**src/rtl/tc_pkg.sv**
```systemverilog
package tc_pkg;

  // Output action taken by a channel on a compare match.
  typedef enum logic [1:0] {
    OC_OFF    = 2'b00,
    OC_TOGGLE = 2'b01,
    OC_CLEAR  = 2'b10,
    OC_SET    = 2'b11
  } oc_act_e;

  // Counting mode code that selects clear-on-match; every other code counts freely.
  localparam logic [1:0] WAVE_CTC = 2'b10;

  typedef struct packed {
    oc_act_e    act_a;
    oc_act_e    act_b;
    logic [1:0] wave;
  } tc_ctl_t;

endpackage

```
**src/rtl/tc_rst_sync.sv**
```systemverilog
module tc_rst_sync #(
  parameter int STAGES = 2
) (
  input  logic clk,
  input  logic rst_n,
  output logic rst_sync_n
);
  logic [STAGES-1:0] sync_q;

  always_ff @(posedge clk or negedge rst_n) begin
    if (!rst_n) sync_q <= '0;
    else        sync_q <= {sync_q[STAGES-2:0], 1'b1};
  end

  assign rst_sync_n = sync_q[STAGES-1];
endmodule

```
**src/rtl/tc_ctl_reg.sv**
```systemverilog
module tc_ctl_reg
  import tc_pkg::*;
(
  input  logic       clk,
  input  logic       rst_n,
  input  logic       ctl_we,
  input  logic [7:0] ctl_wdata,
  output tc_ctl_t    ctl_q,
  output logic [7:0] ctl_rdata
);
  tc_ctl_t ctl_d;
  logic    unused_rsvd;

  assign unused_rsvd = ^ctl_wdata[3:2];

  always_comb begin
    ctl_d = ctl_q;
    if (ctl_we) begin
      ctl_d.act_a = oc_act_e'(ctl_wdata[7:6]);
      ctl_d.act_b = oc_act_e'(ctl_wdata[5:4]);
      ctl_d.wave  = ctl_wdata[1:0];
    end
  end

  always_ff @(posedge clk or negedge rst_n) begin
    if (!rst_n) ctl_q <= '{act_a: OC_OFF, act_b: OC_OFF, wave: 2'b00};
    else        ctl_q <= ctl_d;
  end

  assign ctl_rdata = {ctl_q.act_a, ctl_q.act_b, 2'b00, ctl_q.wave};

  // without a write strobe the register keeps its value
  a_r2_hold_no_write: assert property (@(posedge clk) disable iff (!rst_n)
    !ctl_we |=> $stable(ctl_rdata));

  // a write lands in the fields it addresses
  a_r2_write_lands: assert property (@(posedge clk) disable iff (!rst_n)
    ctl_we |=> (ctl_rdata[7:4] == $past(ctl_wdata[7:4])) && (ctl_rdata[1:0] == $past(ctl_wdata[1:0])));
endmodule

```
**src/rtl/tc_counter.sv**
```systemverilog
module tc_counter #(
  parameter int CNT_W = 8
) (
  input  logic             clk,
  input  logic             rst_n,
  input  logic             tick_en,
  input  logic             ctc_mode,
  input  logic [CNT_W-1:0] top,
  output logic [CNT_W-1:0] cnt_q
);
  localparam logic [CNT_W-1:0] ONE = CNT_W'(1);

  logic [CNT_W-1:0] cnt_d;
  logic             at_top;

  assign at_top = ctc_mode && (cnt_q == top);

  always_comb begin
    cnt_d = cnt_q;
    if (tick_en) begin
      if (at_top) cnt_d = '0;
      else        cnt_d = cnt_q + ONE;
    end
  end

  always_ff @(posedge clk or negedge rst_n) begin
    if (!rst_n) cnt_q <= '0;
    else        cnt_q <= cnt_d;
  end

  // no tick, no movement
  a_r3_hold_no_tick: assert property (@(posedge clk) disable iff (!rst_n)
    !tick_en |=> $stable(cnt_q));

  // clear-on-match returns to zero after the top count
  a_r4_wrap_at_top: assert property (@(posedge clk) disable iff (!rst_n)
    (tick_en && ctc_mode && cnt_q == top) |=> (cnt_q == '0));

  // free-running counting steps by one
  a_r3_step: assert property (@(posedge clk) disable iff (!rst_n)
    (tick_en && !ctc_mode) |=> (cnt_q == CNT_W'($past(cnt_q) + ONE)));
endmodule

```
**src/rtl/tc_cmp_chan.sv**
```systemverilog
module tc_cmp_chan
  import tc_pkg::*;
#(
  parameter int CNT_W = 8
) (
  input  logic             clk,
  input  logic             rst_n,
  input  logic             tick_en,
  input  logic [CNT_W-1:0] cnt,
  input  logic [CNT_W-1:0] cmp,
  input  oc_act_e          act,
  input  logic             clr,
  input  logic             dir,
  input  logic             port_dout,
  output logic             flag_q,
  output logic             pad_val,
  output logic             pad_oe
);
  logic match;
  logic flag_d;
  logic oc_q, oc_d;

  assign match = tick_en && (cnt == cmp);

  always_comb begin
    flag_d = flag_q;
    if (match)    flag_d = 1'b1;
    else if (clr) flag_d = 1'b0;
  end

  always_comb begin
    oc_d = oc_q;
    if (match) begin
      unique case (act)
        OC_TOGGLE: oc_d = ~oc_q;
        OC_CLEAR:  oc_d = 1'b0;
        OC_SET:    oc_d = 1'b1;
        default:   oc_d = oc_q;
      endcase
    end
  end

  always_ff @(posedge clk or negedge rst_n) begin
    if (!rst_n) begin
      flag_q <= 1'b0;
      oc_q   <= 1'b0;
    end else begin
      flag_q <= flag_d;
      oc_q   <= oc_d;
    end
  end

  assign pad_val = (act != OC_OFF) ? oc_q : port_dout;
  assign pad_oe  = dir;

  // a match raises the flag
  a_r5_flag_set: assert property (@(posedge clk) disable iff (!rst_n)
    match |=> flag_q);

  // the flag is sticky without a clear
  a_r5_flag_sticky: assert property (@(posedge clk) disable iff (!rst_n)
    (flag_q && !clr) |=> flag_q);

  // output register moves only on ticks
  a_r6_hold_no_tick: assert property (@(posedge clk) disable iff (!rst_n)
    !tick_en |=> $stable(oc_q));

  // the set and clear actions
  a_r6_set: assert property (@(posedge clk) disable iff (!rst_n)
    (match && act == OC_SET) |=> oc_q);

  a_r6_clear: assert property (@(posedge clk) disable iff (!rst_n)
    (match && act == OC_CLEAR) |=> !oc_q);

  // the toggle action
  a_r6_toggle: assert property (@(posedge clk) disable iff (!rst_n)
    (match && act == OC_TOGGLE) |=> (oc_q != $past(oc_q)));
endmodule

```
**src/rtl/tc_ctc_timer.sv**
```systemverilog
module tc_ctc_timer
  import tc_pkg::*;
#(
  parameter int CNT_W       = 8,
  parameter int SYNC_STAGES = 2
) (
  input  logic             clk,
  input  logic             rst_n,
  input  logic             tick_en,
  input  logic             ctl_we,
  input  logic [7:0]       ctl_wdata,
  output logic [7:0]       ctl_rdata,
  input  logic [CNT_W-1:0] cmp_a,
  input  logic [CNT_W-1:0] cmp_b,
  input  logic [1:0]       flag_clr,
  input  logic [1:0]       dir_en,
  input  logic [1:0]       port_dout,
  output logic [CNT_W-1:0] count,
  output logic [1:0]       match_flag,
  output logic [1:0]       pad_val,
  output logic [1:0]       pad_oe
);
  localparam int NUM_CH = 2;

  logic             rst_int_n;
  tc_ctl_t          ctl_q;
  logic             ctc_mode;
  logic [CNT_W-1:0] cmp_arr [NUM_CH];
  oc_act_e          act_arr [NUM_CH];

  tc_rst_sync #(.STAGES(SYNC_STAGES)) u_rst (
    .clk        (clk),
    .rst_n      (rst_n),
    .rst_sync_n (rst_int_n)
  );

  tc_ctl_reg u_ctl (
    .clk       (clk),
    .rst_n     (rst_int_n),
    .ctl_we    (ctl_we),
    .ctl_wdata (ctl_wdata),
    .ctl_q     (ctl_q),
    .ctl_rdata (ctl_rdata)
  );

  assign ctc_mode   = (ctl_q.wave == WAVE_CTC);
  assign cmp_arr[0] = cmp_a;
  assign cmp_arr[1] = cmp_b;
  assign act_arr[0] = ctl_q.act_a;
  assign act_arr[1] = ctl_q.act_b;

  tc_counter #(.CNT_W(CNT_W)) u_cnt (
    .clk      (clk),
    .rst_n    (rst_int_n),
    .tick_en  (tick_en),
    .ctc_mode (ctc_mode),
    .top      (cmp_a),
    .cnt_q    (count)
  );

  for (genvar c = 0; c < NUM_CH; c++) begin : g_ch
    tc_cmp_chan #(.CNT_W(CNT_W)) u_ch (
      .clk       (clk),
      .rst_n     (rst_int_n),
      .tick_en   (tick_en),
      .cnt       (count),
      .cmp       (cmp_arr[c]),
      .act       (act_arr[c]),
      .clr       (flag_clr[c]),
      .dir       (dir_en[c]),
      .port_dout (port_dout[c]),
      .flag_q    (match_flag[c]),
      .pad_val   (pad_val[c]),
      .pad_oe    (pad_oe[c])
    );
  end

  // in reset the visible state is all zero
  a_r1_reset_state: assert property (@(posedge clk)
    !rst_int_n |-> (count == '0 && match_flag == 2'b00 && ctl_rdata == 8'h00));
endmodule

```
**config.mk**
```make
export PLATFORM = sky130hd
export DESIGN_NAME = tc_ctc_timer
export DESIGN_NICKNAME = d
export VERILOG_FILES = /design/src/rtl/tc_pkg.sv /design/src/rtl/tc_rst_sync.sv /design/src/rtl/tc_ctl_reg.sv /design/src/rtl/tc_counter.sv /design/src/rtl/tc_cmp_chan.sv /design/src/rtl/tc_ctc_timer.sv
export SDC_FILE = /design/constraint.sdc
export NUM_CORES = 1
export LEC_CHECK = 0
export BUFFER_PORTS_ARGS = -buffer_cell sky130_fd_sc_hd__buf_2
export CAP_MARGIN = 20
export CORE_MARGIN = 3
export CORE_UTILIZATION = 30
export CTS_CLUSTER_DIAMETER = 120
export DETAILED_ROUTE_END_ITERATION = 6
export GPL_TIMING_DRIVEN = 0
export PLACE_DENSITY = 0.63
export SYNTH_ARGS = -nofsm -noshare
export SYNTH_HDL_FRONTEND = slang
export SYNTH_SLANG_ARGS = --single-unit
```
**constraint.sdc**
```tcl
create_clock -name clk -period 1.9 [get_ports clk]
set_input_delay 0.095 -clock clk [delete_from_list [all_inputs] [get_ports clk]]
set_output_delay 0.095 -clock clk [all_outputs]
set_load 0.03 [all_outputs]
```
==> flow_summary.json, run 1 <==
{
  "synthFlopType": "sky130_fd_sc_hd__dfrtp_1",
  "grt_pass1_vias": 871,
  "post-cts-setup-buffers": 0,
  "hold_viol": 0,
  "detail_route.wirelength_um": 2503,
  "route.detailed.vias_per_inst": 4.429,
  "worstRegToRegCells": 4,
  "design.portCount": 56,
  "setup.reg_to_reg.worst_slack_ns": 0.27,
  "timing.max_slew.rel_slack_pct": 51.13,
  "postSynthRegisterBits": 20,
  "min_to": "g_ch[1].u_ch.flag_q$_DFFE_PN0P_",
  "layout_worst_path_cycle_share_pct": 85.79,
  "hold_start": "flag_clr[1]",
  "cts.root.buffer_cell": "sky130_fd_sc_hd__clkbuf_8",
  "synth.top_cells.by_area": "sky130_fd_sc_hd__dfrtp_1 (43%), sky130_fd_sc_hd__xor2_1 (10%), sky130_fd_sc_hd__mux2_2 (5.7%)",
  "critical_path_cell_by_cell": "xor2_1, nor3_1, a31oi_1, nand3b_1",
  "max_cap_check_violation_count": 0,
  "cts_buffers": 3,
  "ant_nets": 0,
  "unrepaired_setup_endpoints_after_global_routing": "no",
  "path_delay_family": "simple AND/OR/NAND/NOR gates",
  "critPathKind": "flop to flop",
  "die-height_um": 68.65,
  "critical_path_depth": 4,
  "globalRouteTotalUtil_pct": 10.78,
  "synth_cell_types": 35,
  "finish.instance_area_um2": 1546,
  "hold_path_class": "input pin to flop",
  "cpPeakStageDelay_ns": 0.50,
  "async_flop_share_pct": 100.0,
  "fp.dieW_um": 68.65,
  "place_hpwl_um": 1980,
  "grt_pass1_wl_um": 3850,
  "die_footprint_um2": 4712,
  "critPathRequiredTime_ns": 2.04,
  "drt_drc_violations_left": 0,
  "setup_viol_count_final": 0,
  "synthesis.instances": 117,
  "synth-seq-area-share_pct": 42.51,
  "synth_largest_area_cell": "sky130_fd_sc_hd__dfrtp_1",
  "cell_depth_of_the_worst_hold_path": 2,
  "initialDrtViolationCount": 9,
  "crit-reg2reg-capture": "g_ch[1].u_ch.oc_q$_DFFE_PN0P_",
  "cpMaxStageDelayCell": "sky130_fd_sc_hd__dfrtp_1",
  "antenna_cells": 0,
  "max-vdd-ir-drop_mv": 0.3915,
  "std_cell_rows": 22,
  "routed_wire_length_per_instance_um": 11.43,
  "timing_limited_maximum_frequency_mhz": 613.5,
  "dr_total_vias": 970,
  "count_of_flip_flops_with_a_built_in_enable_after_synthesis": 0,
  "final_max_tran_viols": 0,
  "clock_sink_count": 20,
  "maximum_count_of_clock_buffers_along_a_single_path": 2,
  "grt_start_max_net_pins": 19,
  "critPathArrivalTime_ns": 1.77,
  "place_congestion": 0.6989,
  "post_route_cells_drive_above_1_share_pct": 43.27,
  "nNetsFinal": 207,
  "coreArea_um2": 3716,
  "timing.clock.skew_ns": 0.001567,
  "floorplan.initialDensity_pct": 31.68,
  "tightest_pin_transition_ns": 0.7330,
  "worst_setup_path_start_kind": "flop",
  "yosys.area.top_type_share_pct": 42.51,
  "worst-path-buf-inv": 0,
  "cts_tree": "done",
  "cellLeakagePower_nw": 0.7540,
  "cp_max_fanout": 8,
  "cts.clk_slew.worst_paths_ns": 0.07,
  "placement.cell_area_um2": 1481,
  "synthesis.area_per_instance_um2": 10.06,
  "port_buffers": 48,
  "timing.critical_path.to_type": "flop",
  "totalPowerFinal_w": 0.001515,
  "syn2layout_area_growth_pct": 31.35,
  "drtPass1Iterations": 4,
  "clock_latency_ns": 0.26,
  "grt.overflow.total": 0,
  "regToRegStartpoint": "u_cnt.cnt_q[1]$_DFFE_PN0P_",
  "cts-htree-levels": 1,
  "run_status": "finished, final reports clean",
  "final.min_clock_period_ns": 1.630,
  "finalSetupTns_ns": 0,
  "syn-cell-area_um2": 1177,
  "power_per_cell_area_nw_per_um2": 979.6,
  "antenna_violations_before_repair": 0,
  "synthesis.yosys.warnings": 0
}
[cells in the final DEF, fill, tap and decap left out, types with 2 or more instances in the layout]
| cell type | n |
|---|---|
| sky130_fd_sc_hd__buf_2 | 50 |
| sky130_fd_sc_hd__dfrtp_1 | 20 |
| sky130_fd_sc_hd__xor2_1 | 14 |
| sky130_fd_sc_hd__nor2_1 | 9 |
| sky130_fd_sc_hd__buf_4 | 8 |
| sky130_fd_sc_hd__mux2_2 | 6 |
| sky130_fd_sc_hd__nand2_1 | 6 |
| sky130_fd_sc_hd__xnor2_1 | 6 |
| sky130_fd_sc_hd__inv_1 | 5 |
| sky130_fd_sc_hd__o21ai_0 | 5 |
| sky130_fd_sc_hd__nand3_1 | 5 |
| sky130_fd_sc_hd__nand4_1 | 4 |
| sky130_fd_sc_hd__clkbuf_8 | 4 |
| sky130_fd_sc_hd__conb_1 | 3 |
| sky130_fd_sc_hd__xnor2_2 | 2 |
| sky130_fd_sc_hd__nor3_1 | 2 |
| sky130_fd_sc_hd__and2_1 | 2 |
[registers in the layout (all words and copies together) (netlist names)]
signal            count
g_ch.u_ch.oc_q        2
g_ch.u_ch.flag_q      2
u_cnt.cnt_q           8
u_rst.sync_q          2
u_ctl.ctl_q           6
[per-stage QoR]
stage	util, %	hold WS (ns)	setup WS, ns	instances
after floorplan	-	-0.2006	0.2340	118
after global placement	39.87	-0.1184	0.2891	214
after detailed placement	39.87	-0.1186	0.2708	214
after CTS	41.62	0.01964	0.2476	219
after global routing	41.62	0.02644	0.07884	219
final	41.62	0.02033	0.2700	219
[worst max path at each step]
stage                                                to                        from
after floorplan           g_ch[0].u_ch.oc_q$_DFFE_PN0P_  u_cnt.cnt_q[0]$_DFFE_PN0P_
after global placement    g_ch[0].u_ch.oc_q$_DFFE_PN0P_  u_cnt.cnt_q[0]$_DFFE_PN0P_
after detailed placement     u_cnt.cnt_q[4]$_DFFE_PN0P_  u_cnt.cnt_q[0]$_DFFE_PN0P_
after CTS                    u_cnt.cnt_q[3]$_DFFE_PN0P_  u_cnt.cnt_q[0]$_DFFE_PN0P_
after global routing         u_cnt.cnt_q[0]$_DFFE_PN0P_  u_cnt.cnt_q[1]$_DFFE_PN0P_
final                     g_ch[1].u_ch.oc_q$_DFFE_PN0P_  u_cnt.cnt_q[1]$_DFFE_PN0P_
[layer usage]
layer / part of all wire (%) / vias up / track usage, %
li1: - / 495 / -
met1: 45 / 434 / 15.12
met2: 45 / 37 / 17.16
met3: 9.0 / 4 / 2.107
met4: 0.68 / 0 / 2.233
met5: 0 / - / 0
[Yosys cell counts, types with 2 or more instances]
| master | instances |
|---|---|
| sky130_fd_sc_hd__xnor2_2 | 2 |
| sky130_fd_sc_hd__xor2_1 | 14 |
| sky130_fd_sc_hd__buf_4 | 8 |
| sky130_fd_sc_hd__xnor2_1 | 6 |
| sky130_fd_sc_hd__mux2_2 | 6 |
| sky130_fd_sc_hd__nand2_1 | 6 |
| sky130_fd_sc_hd__and2_1 | 2 |
| sky130_fd_sc_hd__nor2_1 | 9 |
| sky130_fd_sc_hd__nand4_1 | 4 |
| sky130_fd_sc_hd__nand3_1 | 5 |
| sky130_fd_sc_hd__inv_1 | 5 |
| sky130_fd_sc_hd__conb_1 | 2 |
| sky130_fd_sc_hd__buf_2 | 2 |
| sky130_fd_sc_hd__dfrtp_1 | 20 |
| sky130_fd_sc_hd__nor3_1 | 2 |
| sky130_fd_sc_hd__o21ai_0 | 5 |
[logic make-up after synthesis]
group,count (synthesis),synth area share (%)
buffers and inverters,17,8.289
adders and majority gates,1,1.063
xor gates and xnor gates,22,17.64
muxes,6,5.738
other,2,0.6379
DFF,20,42.51
AOI/OAI and AO/OA,10,5.527
and+or+nand+nor,39,18.60
[power by group]
part / switching (W) / leakage [nW] / total, W / internal (W)
Combinational: 0.000360 / 0.484 / 0.000599 / 0.000239
Sequential: 0.0000964 / 0.241 / 0.000589 / 0.000493
Clock: 0.000142 / 0.0288 / 0.000326 / 0.000184
[area by class of cell]
cell class / instances / area, um^2
inverter: 5 / 18.77
buffer: 12 / 78.83
clock buffer: 4 / 55.05
fill: 404 / 2170
multi-input combinational: 81 / 583.1
timing repair buffer: 49 / 250.2
tap: 48 / 60.06
sequential: 20 / 500.5
[worst reg2reg max path, cell delays in order, from the launching register on]
cell and delay (ns):
sky130_fd_sc_hd__dfrtp_1 0.50, sky130_fd_sc_hd__xor2_1 0.21, sky130_fd_sc_hd__nor3_1 0.46, sky130_fd_sc_hd__a31oi_1 0.16, sky130_fd_sc_hd__nand3b_1 0.19
[repair_timing]
action	4_1_cts	5_1_grt
hold endpoints to repair	2	0
hold buffers	1	0
gates resized for setup	0	0
No activity file was read; power rests on OpenSTA's default activity.
==> run 2: changes to the inputs <==
--- a/config.mk
+++ b/config.mk
@@ -13,6 +13,7 @@
 export DETAILED_ROUTE_END_ITERATION = 6
 export GPL_TIMING_DRIVEN = 0
 export PLACE_DENSITY = 0.63
+export RECOVER_POWER = 100
 export SYNTH_ARGS = -nofsm -noshare
 export SYNTH_HDL_FRONTEND = slang
 export SYNTH_SLANG_ARGS = --single-unit
==> run 2 against run 1 <==
Compared with the run above:
- design area shrank 1.7%
- die area did not move
- cell count unchanged
- total power is 1.2% lower
- worst setup slack lost 0.011 ns
- first-iteration DRC count is 11% higher
- sequential cell count did not move
- register-to-register slack is essentially flat
- critical path type unchanged
- non-clock buffer count unchanged
- combinational power decreased by 3.3%
==> flow_summary.json, run 2 (synthesis results as in run 1) <==
{
  "critPathCapture": "g_ch[1].u_ch.oc_q$_DFFE_PN0P_",
  "seqCellArea_um2": 500.5,
  "port_buffers": 48,
  "cpMaxStageDelayCell": "sky130_fd_sc_hd__nor4_2",
  "flop_pwr_share_pct": 39.5,
  "grt_start_max_net_pins": 19,
  "cts_resized": 0,
  "floorplan.initialDensity_pct": 31.68,
  "dr_total_vias": 973,
  "routed_wire_length_per_instance_um": 11.44,
  "std_cell_rows": 22,
  "setup.reg_to_reg.worst_slack_ns": 0.26,
  "path_delay_family": "simple AND/OR/NAND/NOR gates",
  "initialDrtViolationCount": 10,
  "critPathKind": "flop to flop",
  "number_of_placed_instances_taps_included": 214,
  "layout_worst_path_cycle_share_pct": 86.36,
  "nNetsFinal": 207,
  "setup_viol_count_final": 0,
  "layout_common_cells": "sky130_fd_sc_hd__buf_2 (28), sky130_fd_sc_hd__clkbuf_1 (22), sky130_fd_sc_hd__dfrtp_1 (20)",
  "critical_path_cell_by_cell": "clkbuf_2, xor2_1, nor4_2, a31oi_1, nand3b_1",
  "route.detailed.vias_per_inst": 4.443,
  "cts-htree-levels": 1,
  "syn2layout_area_growth_pct": 29.12,
  "coreArea_um2": 3716,
  "cts.clk_slew.worst_paths_ns": 0.08,
  "worst_setup_path_start_kind": "flop",
  "antenna_violations_before_repair": 0,
  "internal_portion_of_total_power_w": 0.0008952,
  "power_switching_share_pct": 40.18,
  "power_per_cell_area_nw_per_um2": 984.3,
  "cp_max_fanout": 6,
  "final_max_tran_viols": 0,
  "timing.critical_path.to_type": "flop",
  "design.portCount": 56,
  "registers.top_by_ff_count": "u_cnt.cnt_q",
  "critPathArrivalTime_ns": 1.78,
  "place_congestion": 0.6989,
  "worstRegToRegCells": 5,
  "max_cap_check_violation_count": 0,
  "grt_pass1_vias": 871,
  "top_regs": "u_cnt.cnt_q x8, u_ctl.ctl_q x6",
  "place_hpwl_um": 1980,
  "cp-startpoint": "u_cnt.cnt_q[2]$_DFFE_PN0P_",
  "cts.root.buffer_cell": "sky130_fd_sc_hd__clkbuf_8",
  "timing_limited_maximum_frequency_mhz": 609.5,
  "comb_power_share_pct": 38.7,
  "power.switching_w": 0.0006011,
  "maximum_count_of_clock_buffers_along_a_single_path": 2,
  "final.min_clock_period_ns": 1.641,
  "drt_drc_violations_left": 0,
  "clock_power_share_pct": 21.8,
  "crit-reg2reg-capture": "g_ch[1].u_ch.oc_q$_DFFE_PN0P_",
  "max-vdd-ir-drop_mv": 0.3934,
  "finalSetupTns_ns": 0,
  "die_footprint_um2": 4712,
  "clock_sink_count": 20,
  "detail_route.wirelength_um": 2506,
  "tightest_pin_transition_ns": 0.7319,
  "post-cts-setup-buffers": 0,
  "post_route_cells_drive_above_1_share_pct": 30.99,
  "post_layout_nonfiller_instances": 219,
  "cts_tree": "done",
  "critical_path_depth": 5,
  "unrepaired_setup_endpoints_after_global_routing": "no",
  "final_common_cell": "sky130_fd_sc_hd__buf_2",
  "antenna_cells": 0,
  "grt_pass1_wl_um": 3850,
  "quantity_of_hold_fixing_buffers_added_after_cts": 1,
  "ant_nets": 0,
  "hold_viol": 0,
  "cellLeakagePower_nw": 0.6886,
  "grt.overflow.total": 0,
  "timing.clock.skew_ns": 0.001934,
  "regToRegStartpoint": "u_cnt.cnt_q[2]$_DFFE_PN0P_",
  "cts_buffers": 3,
  "multi_input_comb_area_um2": 583.1,
  "globalRouteTotalUtil_pct": 10.78,
  "run_status": "finished, final reports clean",
  "hold_path_class": "input pin to flop",
  "die-height_um": 68.65,
  "critPathRequiredTime_ns": 2.04,
  "fp.dieW_um": 68.65,
  "cpPeakStageDelay_ns": 0.45,
  "post-route-util_pct": 40.91,
  "filler_cell_count": 415,
  "timing.max_slew.rel_slack_pct": 51.20,
  "largest_register_ff_count": 8,
  "drtPass1Iterations": 4,
  "worst-path-buf-inv": 1,
  "clock_latency_ns": 0.26
}
## run 2: worst min-delay path by stage
| stage | startpoint | end | slack, ns | depth (start not counted) |
|---|---|---|---|---|
| 5_1_grt | flag_clr[1] | g_ch[1].u_ch.flag_q$_DFFE_PN0P_ | 0.03 | 2 |
| 2_1_floorplan | rst_n | u_rst.sync_q[0]$_DFF_PN0_ | -0.20 | 0 |
| 4_1_cts | flag_clr[1] | g_ch[1].u_ch.flag_q$_DFFE_PN0P_ | 0.02 | 2 |
| 3_3_place_gp | rst_n | u_rst.sync_q[0]$_DFF_PN0_ | -0.12 | 1 |
| 6_report | flag_clr[1] | g_ch[1].u_ch.flag_q$_DFFE_PN0P_ | 0.02 | 2 |
| 3_5_place_dp | rst_n | u_rst.sync_q[1]$_DFF_PN0_ | -0.12 | 1 |
## run 2: per-stage QoR
| stage | hold WS [ns] | area, um^2 | setup WS, ns | power, W |
|---|---|---|---|---|
| after floorplan | -0.2006 | 1181 | 0.2340 | 0.001029 |
| after global placement | -0.1184 | 1481 | 0.2891 | 0.001199 |
| after detailed placement | -0.1186 | 1481 | 0.2708 | 0.001203 |
| after CTS | 0.01964 | 1546 | 0.2476 | 0.001532 |
| after global routing | 0.02644 | 1520 | 0.07603 | 0.001590 |
| final | 0.02084 | 1520 | 0.2592 | 0.001496 |
## run 2: area by class of cell
cell class | count | share of cell area, %
plain buffers | 12 | 5.185
clock buffers | 4 | 3.621
inverters | 5 | 1.235
multi-input cells | 81 | 38.35
flip-flops and latches | 20 | 32.92
well taps | 48 | 3.951
repair buffers | 49 | 14.73
## run 2: worst reg2reg max path: cells and delay by family (launching register included)
kind | cells | cell delay (ns)
simple gates | 2 | 0.64
flops | 1 | 0.38
xor+xnor | 1 | 0.19
buf+inv | 1 | 0.18
compound gates | 1 | 0.14
## run 2: metal layers
layer,GRT usage [%],vias up,wire [um]
met3,2.107,4,234
met1,15.12,436,1143
met5,0,-,0
met4,2.233,0,17
met2,17.16,37,1111
li1,-,496,-
## run 2: power groups by stage
stage | Clock (W) | Combinational (W) | Sequential [W]
after global placement | 0 | 0.000598 | 0.000601
after detailed placement | 0 | 0.000601 | 0.000601
after floorplan | 0 | 0.000319 | 0.000710
after global routing | 0.000345 | 0.000637 | 0.000608
final | 0.000326 | 0.000579 | 0.000591
after CTS | 0.000333 | 0.000608 | 0.000591
==> run 3: changes to the inputs <==
--- a/config.mk
+++ b/config.mk
@@ -5,6 +5,7 @@
 export SDC_FILE = /design/constraint.sdc
 export NUM_CORES = 1
 export LEC_CHECK = 0
+export ABC_AREA = 0
 export BUFFER_PORTS_ARGS = -buffer_cell sky130_fd_sc_hd__buf_2
 export CAP_MARGIN = 20
 export CORE_MARGIN = 3
@@ -12,7 +13,7 @@
 export CTS_CLUSTER_DIAMETER = 120
 export DETAILED_ROUTE_END_ITERATION = 6
 export GPL_TIMING_DRIVEN = 0
-export PLACE_DENSITY = 0.63
+export PLACE_DENSITY = 0.53
 export RECOVER_POWER = 100
 export SYNTH_ARGS = -nofsm -noshare
 export SYNTH_HDL_FRONTEND = slang
==> run 3 against run 2 <==
Compared with the run above:
- count of clock-buffer cells in the layout decreased by 1
- worst setup slack got worse by 0.073 ns
- hold slack improved by 0.00052 ns
- register-to-register slack worse by 0.07 ns
- via count down 2.0%
- largest power group unchanged
- clock skew down 0.0012 ns
- sequential cell count stayed put
- die area unchanged
- core utilization shrank 0.40 points
- total power is 3.3% lower
- clock power decreased by 16%
- non-clock buffer count stayed put
- highest routed layer is now met3
==> flow_summary.json, run 3 (synthesis results as in run 1) <==
{
  "final.min_clock_period_ns": 1.714,
  "max-vdd-ir-drop_mv": 0.5297,
  "flop_pwr_share_pct": 41.0,
  "max_cap_check_violation_count": 0,
  "timing_limited_maximum_frequency_mhz": 583.4,
  "hold_path_class": "input pin to flop",
  "worst_setup_path_start_kind": "flop",
  "comb_power_share_pct": 40.1,
  "dr_total_vias": 954,
  "critPathKind": "flop to flop",
  "registers.top_by_ff_count": "u_cnt.cnt_q",
  "cp_max_fanout": 6,
  "std_cell_rows": 22,
  "place_congestion": 0.7344,
  "seqCellArea_um2": 500.5,
  "initialDrtViolationCount": 13,
  "setup_viol_count_final": 0,
  "worstRegToRegCells": 5,
  "coreArea_um2": 3716,
  "ant_nets": 0,
  "largest_register_ff_count": 8,
  "top_regs": "u_cnt.cnt_q x8, u_ctl.ctl_q x6",
  "final_max_tran_viols": 0,
  "power_per_cell_area_nw_per_um2": 961.5,
  "critPathRequiredTime_ns": 2.03,
  "globalRouteTotalUtil_pct": 11.38,
  "cell_depth_of_the_worst_hold_path": 2,
  "post-route-util_pct": 40.51,
  "grt_util_met3_pct": 3.890,
  "die_footprint_um2": 4712,
  "maximum_count_of_clock_buffers_along_a_single_path": 2,
  "die-height_um": 68.65,
  "drt_drc_violations_left": 0,
  "cellLeakagePower_nw": 0.6784,
  "place_hpwl_um": 2047,
  "grt_start_max_net_pins": 19,
  "cts.root.buffer_cell": "sky130_fd_sc_hd__clkbuf_8",
  "syn2layout_area_growth_pct": 27.84,
  "critPathArrivalTime_ns": 1.84,
  "cts.clk_slew.worst_paths_ns": 0.07,
  "post-cts-setup-buffers": 0,
  "filler_cell_count": 394,
  "tightest_pin_transition_ns": 0.7384,
  "grt_pass1_wl_um": 4022,
  "run_status": "finished, final reports clean",
  "timing.critical_path.to_type": "flop",
  "hold_viol": 0,
  "route.detailed.vias_per_inst": 4.376,
  "setup.reg_to_reg.worst_slack_ns": 0.19,
  "cts_tree": "done",
  "design.portCount": 56,
  "clock_latency_ns": 0.25,
  "grt_pass1_vias": 931,
  "multi_input_comb_area_um2": 583.1,
  "unrepaired_setup_endpoints_after_global_routing": "no",
  "clock_power_share_pct": 18.8,
  "grt.overflow.total": 0,
  "timing.max_slew.rel_slack_pct": 50.78,
  "antenna_cells": 0,
  "nNetsFinal": 207,
  "timing.clock.skew_ns": 0.0007834,
  "layout_worst_path_cycle_share_pct": 90.21,
  "gr-max-usage-layer": "met2",
  "cts_buffers": 3,
  "floorplan.initialDensity_pct": 31.68,
  "layout_common_cells": "sky130_fd_sc_hd__buf_2 (28), sky130_fd_sc_hd__clkbuf_1 (23), sky130_fd_sc_hd__dfrtp_1 (20)",
  "routed_wire_length_per_instance_um": 11.61,
  "antenna_violations_before_repair": 0,
  "final.hold.worst_slack_ns": 0.02137,
  "drtPass1Iterations": 4,
  "finalSetupTns_ns": 0,
  "grt_util_met2_pct": 20.26,
  "cts-htree-levels": 1,
  "internal_portion_of_total_power_w": 0.0008492,
  "clock_sink_count": 20,
  "power_switching_share_pct": 41.32,
  "port_buffers": 48,
  "power.switching_w": 0.0005980,
  "detail_route.wirelength_um": 2531,
  "final_common_cell": "sky130_fd_sc_hd__buf_2",
  "fp.dieW_um": 68.65,
  "globalRouteMet1Util_pct": 13.44,
  "post_route_cells_drive_above_1_share_pct": 30.00
}
## run 3: layer usage
layer  wire [um]  share of wire, %
met1        1136                45
met5           0                 0
met2        1185                47
met4           0                 0
met3         209               8.3
## run 3: critical path, cell delays in order (launching register included)
cell,delay (ns)
sky130_fd_sc_hd__dfrtp_1,0.38
sky130_fd_sc_hd__clkbuf_1,0.21
sky130_fd_sc_hd__xor2_1,0.21
sky130_fd_sc_hd__nor4_2,0.48
sky130_fd_sc_hd__a31oi_1,0.13
sky130_fd_sc_hd__nand3b_1,0.18
## run 3: cell type report
| class | instances | area share, % |
|---|---|---|
| Sequential cell | 20 | 33.25 |
| Tap cell | 48 | 3.990 |
| Clock buffer | 3 | 2.743 |
| Inverter | 5 | 1.247 |
| Multi-Input combinational cell | 81 | 38.74 |
| Buffer | 12 | 5.154 |
| Timing Repair Buffer | 49 | 14.88 |
## run 3: path summary, 6_finish.rpt
| path | startpoint | to |
|---|---|---|
| hold reg to reg | u_rst.sync_q[1]$_DFF_PN0_ | u_cnt.cnt_q[4]$_DFFE_PN0P_ |
| setup / recovery | u_cnt.cnt_q[2]$_DFFE_PN0P_ | g_ch[1].u_ch.oc_q$_DFFE_PN0P_ |
| hold / removal | flag_clr[1] | g_ch[1].u_ch.flag_q$_DFFE_PN0P_ |
| max in group asynchronous | u_rst.sync_q[1]$_DFF_PN0_ | u_ctl.ctl_q[5]$_DFFE_PN0P_ |
| setup reg to reg | u_cnt.cnt_q[2]$_DFFE_PN0P_ | g_ch[1].u_ch.oc_q$_DFFE_PN0P_ |
| min in group asynchronous | rst_n | u_rst.sync_q[0]$_DFF_PN0_ |
## run 3: repair_timing
item                                   4_1_cts  5_1_grt
gates resized for setup                      0        0
hold buffers                                 1        0
endpoints found under the hold margin        2        0
## run 3: power by group through the flow
stage          clock network, W  logic, W  registers, W
2_1_floorplan                 0  0.000319      0.000710
3_3_place_gp                  0  0.000598      0.000598
3_5_place_dp                  0  0.000608      0.000602
4_1_cts                0.000285  0.000612      0.000594
5_1_grt                0.000303  0.000632      0.000607
6_report               0.000273  0.000581      0.000594
## run 3: through the flow
step,total power (W),setup slack [ns],instance area (um^2),instances
CTS,0.001491,0.2375,1533,218
finish,0.001447,0.1860,1505,218
floorplan,0.001029,0.2340,1181,118
detailed placement,0.001211,0.2559,1481,214
global placement,0.001197,0.2804,1481,214
global route,0.001543,0.05684,1505,218
